File: src/rtl/irq_router_pkg.sv
package irq_router_pkg;
    localparam int SRC_W       = 13;
    localparam int BIT_CLK_OFF = 4;
    localparam int BIT_RX_FIFO = 5;
    localparam int BIT_TX_FIFO = 6;
    localparam int CLK_CMD_W   = 2;
    localparam int CMD_STOP    = 0;
    localparam int CMD_START   = 1;
endpackage

File: src/rtl/irq_req_bank.sv
module irq_req_bank #(
    parameter int N = irq_router_pkg::SRC_W
) (
    input  logic         clk,
    input  logic         rst_n,
    input  logic [N-1:0] set_i,
    input  logic [N-1:0] clr_i,
    output logic [N-1:0] req_o
);
    typedef struct packed {
        logic [N-1:0] req;
    } bank_t;

    bank_t st_d, st_q;

    always_comb begin
        st_d = st_q;
        for (int b = 0; b < N; b++) begin
            // set has priority over a same-cycle clear
            st_d.req[b] = set_i[b] | (st_q.req[b] & ~clr_i[b]);
        end
    end

    always_ff @(posedge clk) begin
        if (!rst_n) st_q <= '0;
        else        st_q <= st_d;
    end

    assign req_o = st_q.req;

    assert_set_sticks_R2: assert property (@(posedge clk) disable iff (!rst_n)
        (set_i != '0) |=> ((req_o & $past(set_i)) == $past(set_i)));

    assert_clear_drops_R3: assert property (@(posedge clk) disable iff (!rst_n)
        ((clr_i & ~set_i) != '0) |=> ((req_o & $past(clr_i & ~set_i)) == '0));
endmodule

File: src/rtl/irq_clk_ctrl.sv
module irq_clk_ctrl #(
    parameter int CMD_W   = irq_router_pkg::CLK_CMD_W,
    parameter int STOP_B  = irq_router_pkg::CMD_STOP,
    parameter int START_B = irq_router_pkg::CMD_START
) (
    input  logic             clk,
    input  logic             rst_n,
    input  logic             wr_i,
    input  logic [CMD_W-1:0] data_i,
    output logic             clkoff_set_o,
    output logic             clkoff_clr_o,
    output logic             run_o,
    output logic             abort_o
);
    typedef struct packed {
        logic run;
        logic abort;
    } clk_st_t;

    clk_st_t st_d, st_q;
    logic    do_stop, do_start;

    always_comb begin
        do_stop  = wr_i & data_i[STOP_B];
        do_start = wr_i & data_i[START_B] & ~data_i[STOP_B];
        st_d       = st_q;
        st_d.abort = do_stop;
        if (do_start) st_d.run = 1'b1;
        if (do_stop)  st_d.run = 1'b0;
    end

    always_ff @(posedge clk) begin
        if (!rst_n) st_q <= '0;
        else        st_q <= st_d;
    end

    assign clkoff_set_o = do_stop;
    assign clkoff_clr_o = do_start;
    assign run_o        = st_q.run;
    assign abort_o      = st_q.abort;

    assert_abort_single_R9: assert property (@(posedge clk) disable iff (!rst_n)
        abort_o |-> !run_o);
endmodule

File: src/rtl/irq_out_stage.sv
module irq_out_stage #(
    parameter int N    = irq_router_pkg::SRC_W,
    parameter int RX_B = irq_router_pkg::BIT_RX_FIFO,
    parameter int TX_B = irq_router_pkg::BIT_TX_FIFO
) (
    input  logic         clk,
    input  logic         rst_n,
    input  logic         mask_we_i,
    input  logic [N-1:0] mask_wdata_i,
    input  logic         dma_en_i,
    input  logic [N-1:0] req_i,
    output logic [N-1:0] mask_o,
    output logic         irq_o,
    output logic         rx_req_o,
    output logic         tx_req_o
);
    localparam logic [N-1:0] ROUTED = ({{(N-1){1'b0}}, 1'b1} << RX_B)
                                    | ({{(N-1){1'b0}}, 1'b1} << TX_B);

    typedef struct packed {
        logic [N-1:0] mask;
        logic         dma;
        logic         irq;
        logic         rx;
        logic         tx;
    } out_st_t;

    out_st_t      st_d, st_q;
    logic [N-1:0] eff_mask;

    always_comb begin
        st_d     = st_q;
        eff_mask = st_q.mask | (st_q.dma ? ROUTED : '0);
        if (mask_we_i) st_d.mask = mask_wdata_i;
        st_d.dma = dma_en_i;
        st_d.irq = |(req_i & ~eff_mask);
        st_d.rx  = st_q.dma & req_i[RX_B];
        st_d.tx  = st_q.dma & req_i[TX_B];
    end

    always_ff @(posedge clk) begin
        if (!rst_n) st_q <= '0;
        else        st_q <= st_d;
    end

    assign mask_o   = st_q.mask;
    assign irq_o    = st_q.irq;
    assign rx_req_o = st_q.rx;
    assign tx_req_o = st_q.tx;

    assert_mask_load_R4: assert property (@(posedge clk) disable iff (!rst_n)
        mask_we_i |=> (mask_o == $past(mask_wdata_i)));

    assert_irq_raise_R5: assert property (@(posedge clk) disable iff (!rst_n)
        (!st_q.dma && ((req_i & ~st_q.mask) != '0)) |=> irq_o);

    assert_fifo_hidden_R6: assert property (@(posedge clk) disable iff (!rst_n)
        (st_q.dma && ((req_i & ~st_q.mask & ~ROUTED) == '0)) |=> !irq_o);

    assert_dma_follow_R6: assert property (@(posedge clk) disable iff (!rst_n)
        st_q.dma |=> (rx_req_o == $past(req_i[RX_B]) && tx_req_o == $past(req_i[TX_B])));

    assert_dma_quiet_R7: assert property (@(posedge clk) disable iff (!rst_n)
        !st_q.dma |=> (!rx_req_o && !tx_req_o));
endmodule

File: src/rtl/irq_dma_router.sv
module irq_dma_router #(
    parameter int N         = irq_router_pkg::SRC_W,
    parameter int CLKOFF_B  = irq_router_pkg::BIT_CLK_OFF,
    parameter int RX_B      = irq_router_pkg::BIT_RX_FIFO,
    parameter int TX_B      = irq_router_pkg::BIT_TX_FIFO,
    parameter int CMD_W     = irq_router_pkg::CLK_CMD_W
) (
    input  logic             clk,
    input  logic             rst_n,
    input  logic [N-1:0]     event_i,
    input  logic             clr_we_i,
    input  logic [N-1:0]     clr_data_i,
    input  logic             mask_we_i,
    input  logic [N-1:0]     mask_data_i,
    input  logic             dma_en_i,
    input  logic             clk_wr_i,
    input  logic [CMD_W-1:0] clk_data_i,
    output logic             irq_o,
    output logic             dma_rx_req_o,
    output logic             dma_tx_req_o,
    output logic             clk_run_o,
    output logic             xfer_abort_o,
    output logic [N-1:0]     req_o,
    output logic [N-1:0]     mask_o
);
    localparam logic [N-1:0] ONE = {{(N-1){1'b0}}, 1'b1};

    logic         clkoff_set, clkoff_clr;
    logic [N-1:0] set_vec, clr_vec;

    always_comb begin
        set_vec = event_i | (clkoff_set ? (ONE << CLKOFF_B) : '0);
        clr_vec = (clr_we_i ? clr_data_i : '0) | (clkoff_clr ? (ONE << CLKOFF_B) : '0);
    end

    irq_clk_ctrl #(.CMD_W(CMD_W)) u_clk (
        .clk          (clk),
        .rst_n        (rst_n),
        .wr_i         (clk_wr_i),
        .data_i       (clk_data_i),
        .clkoff_set_o (clkoff_set),
        .clkoff_clr_o (clkoff_clr),
        .run_o        (clk_run_o),
        .abort_o      (xfer_abort_o)
    );

    irq_req_bank #(.N(N)) u_bank (
        .clk   (clk),
        .rst_n (rst_n),
        .set_i (set_vec),
        .clr_i (clr_vec),
        .req_o (req_o)
    );

    irq_out_stage #(.N(N), .RX_B(RX_B), .TX_B(TX_B)) u_out (
        .clk          (clk),
        .rst_n        (rst_n),
        .mask_we_i    (mask_we_i),
        .mask_wdata_i (mask_data_i),
        .dma_en_i     (dma_en_i),
        .req_i        (req_o),
        .mask_o       (mask_o),
        .irq_o        (irq_o),
        .rx_req_o     (dma_rx_req_o),
        .tx_req_o     (dma_tx_req_o)
    );

    assert_stop_effect_R9: assert property (@(posedge clk) disable iff (!rst_n)
        (clk_wr_i && clk_data_i[0]) |=> (!clk_run_o && req_o[CLKOFF_B] && xfer_abort_o));

    assert_start_effect_R8: assert property (@(posedge clk) disable iff (!rst_n)
        (clk_wr_i && clk_data_i[1] && !clk_data_i[0] && !event_i[CLKOFF_B])
            |=> (clk_run_o && !req_o[CLKOFF_B]));
endmodule

File: config.mk
export PLATFORM = sky130hd
export DESIGN_NAME = irq_dma_router
export DESIGN_NICKNAME = d
export VERILOG_FILES = /design/src/rtl/irq_router_pkg.sv /design/src/rtl/irq_req_bank.sv /design/src/rtl/irq_clk_ctrl.sv /design/src/rtl/irq_out_stage.sv /design/src/rtl/irq_dma_router.sv
export SDC_FILE = /design/constraint.sdc
export NUM_CORES = 1
export LEC_CHECK = 0
export ABC_AREA = 1
export ABC_CLOCK_PERIOD_IN_PS = 1960
export BUFFER_PORTS_ARGS = -buffer_cell sky130_fd_sc_hd__buf_2
export CAP_MARGIN = 20
export CORE_ASPECT_RATIO = 1.1
export CORE_MARGIN = 4
export CORE_UTILIZATION = 45
export DETAILED_ROUTE_END_ITERATION = 10
export PLACE_DENSITY = 0.83
export SKIP_CTS_REPAIR_TIMING = 1
export SLEW_MARGIN = 30
export SYNTH_ARGS = -nofsm -noshare
export SYNTH_HDL_FRONTEND = slang
export SYNTH_SLANG_ARGS = --single-unit
File: constraint.sdc
create_clock -name clk -period 1.96 [get_ports clk]
set_input_delay 0.098 -clock clk [delete_from_list [all_inputs] [get_ports clk]]
set_output_delay 0.098 -clock clk [all_outputs]
set_load 0.02 [all_outputs]
# == Yosys cells after proc, flatten, opt, wreduce, memory -nomap -nowiden ==
# Index checks and enable logic that the tools add are counted.
# word_totals
memories,0
latchBits,0
output_inout_bits,31
ramBits,0
regBits,32
mem_bits_ro,0
inputBits,47
word_cells,65
# op_classes
reduce_logical,2
bitwise_logic,51
div,0
n_mul,0
n_mux,4
shift,0
addsub,0
order_cmp,0
n_eq_ne,0
# op_table
op,n
13-bit by 5-bit OR with 13-bit output,2
1-bit AND,18
1-bit inverter,15
13-bit AND,1
13-bit 2-to-1 mux,1
13-bit inverter,1
1-bit OR,13
13-bit OR,1
13-bit OR reduction,1
5-bit 2-to-1 mux,2
7-bit 2-to-1 mux,1
2-bit OR reduction,1

# == Logic depth before layout (Yosys ltp) ==
# depth
depth_word,7
ltp_mapped,7
mapped_depth_nobuf,7

# == Hierarchy ==
# Synthesis repeated with hierarchy kept, for this count alone.
# unflattened
hier_cells,219
area_unflattened_um2,1521.5
# modules_own_cells
module,instances,seq_area_each_um2,area_each_um2,cells_per_inst
irq_out_stage,1,340.3,789.5,109
irq_req_bank,1,260.2,524.3,67
irq_dma_router,1,0.0,123.9,31
irq_clk_ctrl,1,40.0,83.8,12

# == Least setup slack after synthesis ==
# No wires, ideal clock.
# synth_path
path_type,reg2reg
startpoint,"reg u_bank.st_q, in the netlist u_bank.req_o[1]"
endpoint,"reg u_out.st_q, in the netlist u_out.irq_o"
t_required_ns,1.848
path_slack_ns,1.109
stages_incl_launch_ff,7
setup_time_ns,0.112
arrival_ns,0.739
period_less_slack_ns,0.851
n_path_buf,0
cell_sequence,dfxtp_1 > nand2_1 > nand2_1 > nor2_1 > nand2_1 > nor2_1 > nor2_1
# synth_between
elab_chain_len,2
# synth_lines
element,line_no,text
from (decl),irq_req_bank.sv:14,"bank_t st_d, st_q;"
from (signal assigned),irq_req_bank.sv:26,else st_q <= st_d;
13-bit AND,irq_out_stage.sv:36,st_d.irq = |(req_i & ~eff_mask);
13-bit OR reduction,irq_out_stage.sv:36,
to (signal assigned),irq_out_stage.sv:43,else st_q <= st_d;
to (decl),irq_out_stage.sv:28,"out_st_t st_d, st_q;"
# No other way between the ends.
# A chain may end at the register's enable or synchronous reset.

# == Final worst setup path ==
# layout_path
startpoint,"reg u_bank.st_q, in the netlist u_bank.req_o[0]"
endpoint,out req_o[0]
# layout_lines
element,line_no,text
to (decl),irq_dma_router.sv:23,"output logic [N-1:0] req_o,"
# No word-level cell between the ends.

==> impl_metrics.tcl <==
set metrics [dict create \
    grt_pass1_wl_um 4910 \
    vias 1281 \
    antenna_found_initial 0 \
    rsz0062_at_grt "no" \
    dp.cells 263 \
    ys_types 12 \
    cts_buffers 5 \
    cpMaxStageDelayCell "dfxtp_1" \
    cts_sinks 32 \
    final-setup-viol-count 0 \
    slew_violations 0 \
    place_congestion 0.744 \
    clkTransAtPathRegs_ns 0.09 \
    synth-seq-cells 32 \
    grt_overflow 0 \
    rows 20 \
    ys_seq_area_share_pct 49.7 \
    slew_headroom_pct 61.2 \
    core-area_um2 2750 \
    drive_gt1_share_pct 33.7 \
    die_h_um 64.2 \
    cp_max_fo 3 \
    htree_levels 2 \
    power_density_nw_per_um2 747 \
    diodes 0 \
    routedWlPerCell_um 11.8 \
    dieArea_um2 3790 \
    wirelength_um 3300 \
    drt_iter0_drc 53 \
    syn-num-nets 218 \
    hold_ws_ns 0.00307 \
    synth_area_um2 1290 \
    yosysWarningCount 0 \
    area_growth_pct 33.7 \
    fin_crit_sh_pct 50.1 \
    track_usage_pct 17.0 \
    worst_pin_slew_ns 0.582 \
    final_common_cell "buf_2" \
    crit_buf_inv 1 \
    period_needed_ns 0.983 \
    start_util_pct 46.9 \
    drt-vias-per-instance 4.59 \
    nets 295 \
    multi_input_area_um2 445 \
    p_leak_uw 0.000918 \
    die_x_um 59.1 \
    drcViolationCount 0 \
    synthCells 171 \
    fillers 269 \
    slowest_delay_ns 0.38 \
    port-buffer-count 77 \
    syn_avg_cell_area_um2 7.54 \
    outcome "finished clean" \
    crit_required_ns 1.86 \
    ant_nets 0 \
    grt_pass1_vias 1115 \
    hold_viol_final 0 \
    clock_path_buffers 2 \
    critPathKind "flop to primary output" \
    ir_drop_mv 0.637 \
    grt_max_degree 26 \
    fin_tns_setup_ns 0 \
    hpwl_um 2420 \
    fmax_mhz 1020 \
    post-route-util_pct 62.6 \
    clock-root-buffer "clkbuf_4" \
    seqCellArea_um2 641 \
    fin_cells 279 \
    clock-skew-final_ns 0.00449 \
    path_cells "buf_2" \
    final_cell_mix "buf_2, nand2_1, dfxtp_1" \
    end_kind "primary output" \
    place_ws_ns 0.924 \
    worstHoldPathType "primary input to flop" \
    cp-start-kind "flop" \
    cpLargestDelayFamily "flip-flops" \
    worstSkewPairLatency_ns 0.32 \
    cts_tree "yes" \
    fin_ws_ns 0.977 \
    io-pin-count 78 \
    cp.arrival_ns 0.88 \
    firstDrtPassIters 4 \
    drv_cap 0 \
]
per-stage QoR:
| step | instance area, µm² | total power (µW) |
|---|---|---|
| 2_1_floorplan | 1290 | 899 |
| 3_3_place_gp | 1580 | 969 |
| 3_5_place_dp | 1580 | 977 |
| 4_1_cts | 1610 | 1290 |
| 5_1_grt | 1720 | 1360 |
| 6_report | 1720 | 1290 |
cell usage after synthesis:
| master | n | area [µm²] |
|---|---|---|
| a21oi_1 | 27 | 135 |
| buf_2 | 1 | 5.00 |
| buf_4 | 15 | 113 |
| buf_6 | 2 | 22.5 |
| dfxtp_1 | 32 | 641 |
| inv_1 | 16 | 60.1 |
| inv_2 | 1 | 3.75 |
| nand2_1 | 39 | 146 |
| nand3_1 | 1 | 5.00 |
| nand3b_1 | 1 | 7.51 |
| nor2_1 | 23 | 86.3 |
| o21ai_0 | 13 | 65.1 |
power breakdown:
part / internal, µW / total (µW) / switching (µW)
Clock: 120 / 311 / 192
Combinational: 110 / 259 / 149
Sequential: 693 / 719 / 25.7
metal layers:
| layer | vias up | global-route usage, % | share of wire [%] |
|---|---|---|---|
| li1 | 677 | - | - |
| met4 | 0 | 4.25 | 0.58 |
| met3 | 2 | 7.07 | 7.8 |
| met2 | 41 | 28.9 | 54 |
| met5 | - | 0 | 0 |
| met1 | 561 | 19.4 | 37 |
path summary, 6_finish.rpt:
check                                       end  slack (ns)       startpoint  cells after the start
worst min-delay path            u_out.mask_o[9]       0.003   mask_data_i[9]                      3
worst max register to register      u_out.irq_o        1.06  u_out.mask_o[2]                      7
worst min register to register   u_out.rx_req_o        0.47    u_out.st_q[3]                      2
worst max-delay path                   req_o[0]        0.98  u_bank.req_o[0]                      1
sequential cells by signal, indices dropped and copies added (netlist names):
register        cells
u_out.tx_req_o      1
u_out.irq_o         1
u_clk.abort_o       1
u_clk.run_o         1
u_out.rx_req_o      1
u_out.st_q          1
u_out.mask_o       13
u_bank.req_o       13
cells by family after synthesis:
| family | count (synthesis) | share of synthesized area, % |
|---|---|---|
| and+or+nand+nor | 64 | 19.0 |
| AOI/OAI and AO/OA | 40 | 15.5 |
| buffers and inverters | 35 | 15.8 |
| DFF | 32 | 49.7 |
area by class of cell:
| cell class | instances | area share (%) |
|---|---|---|
| clock buffers | 5 | 2.18 |
| inverters | 17 | 3.70 |
| multi-input cells | 104 | 25.8 |
| flip-flops and latches | 32 | 37.2 |
| well taps | 33 | 2.39 |
| repair buffers | 88 | 28.7 |
(Power assumes the default switching activity.)
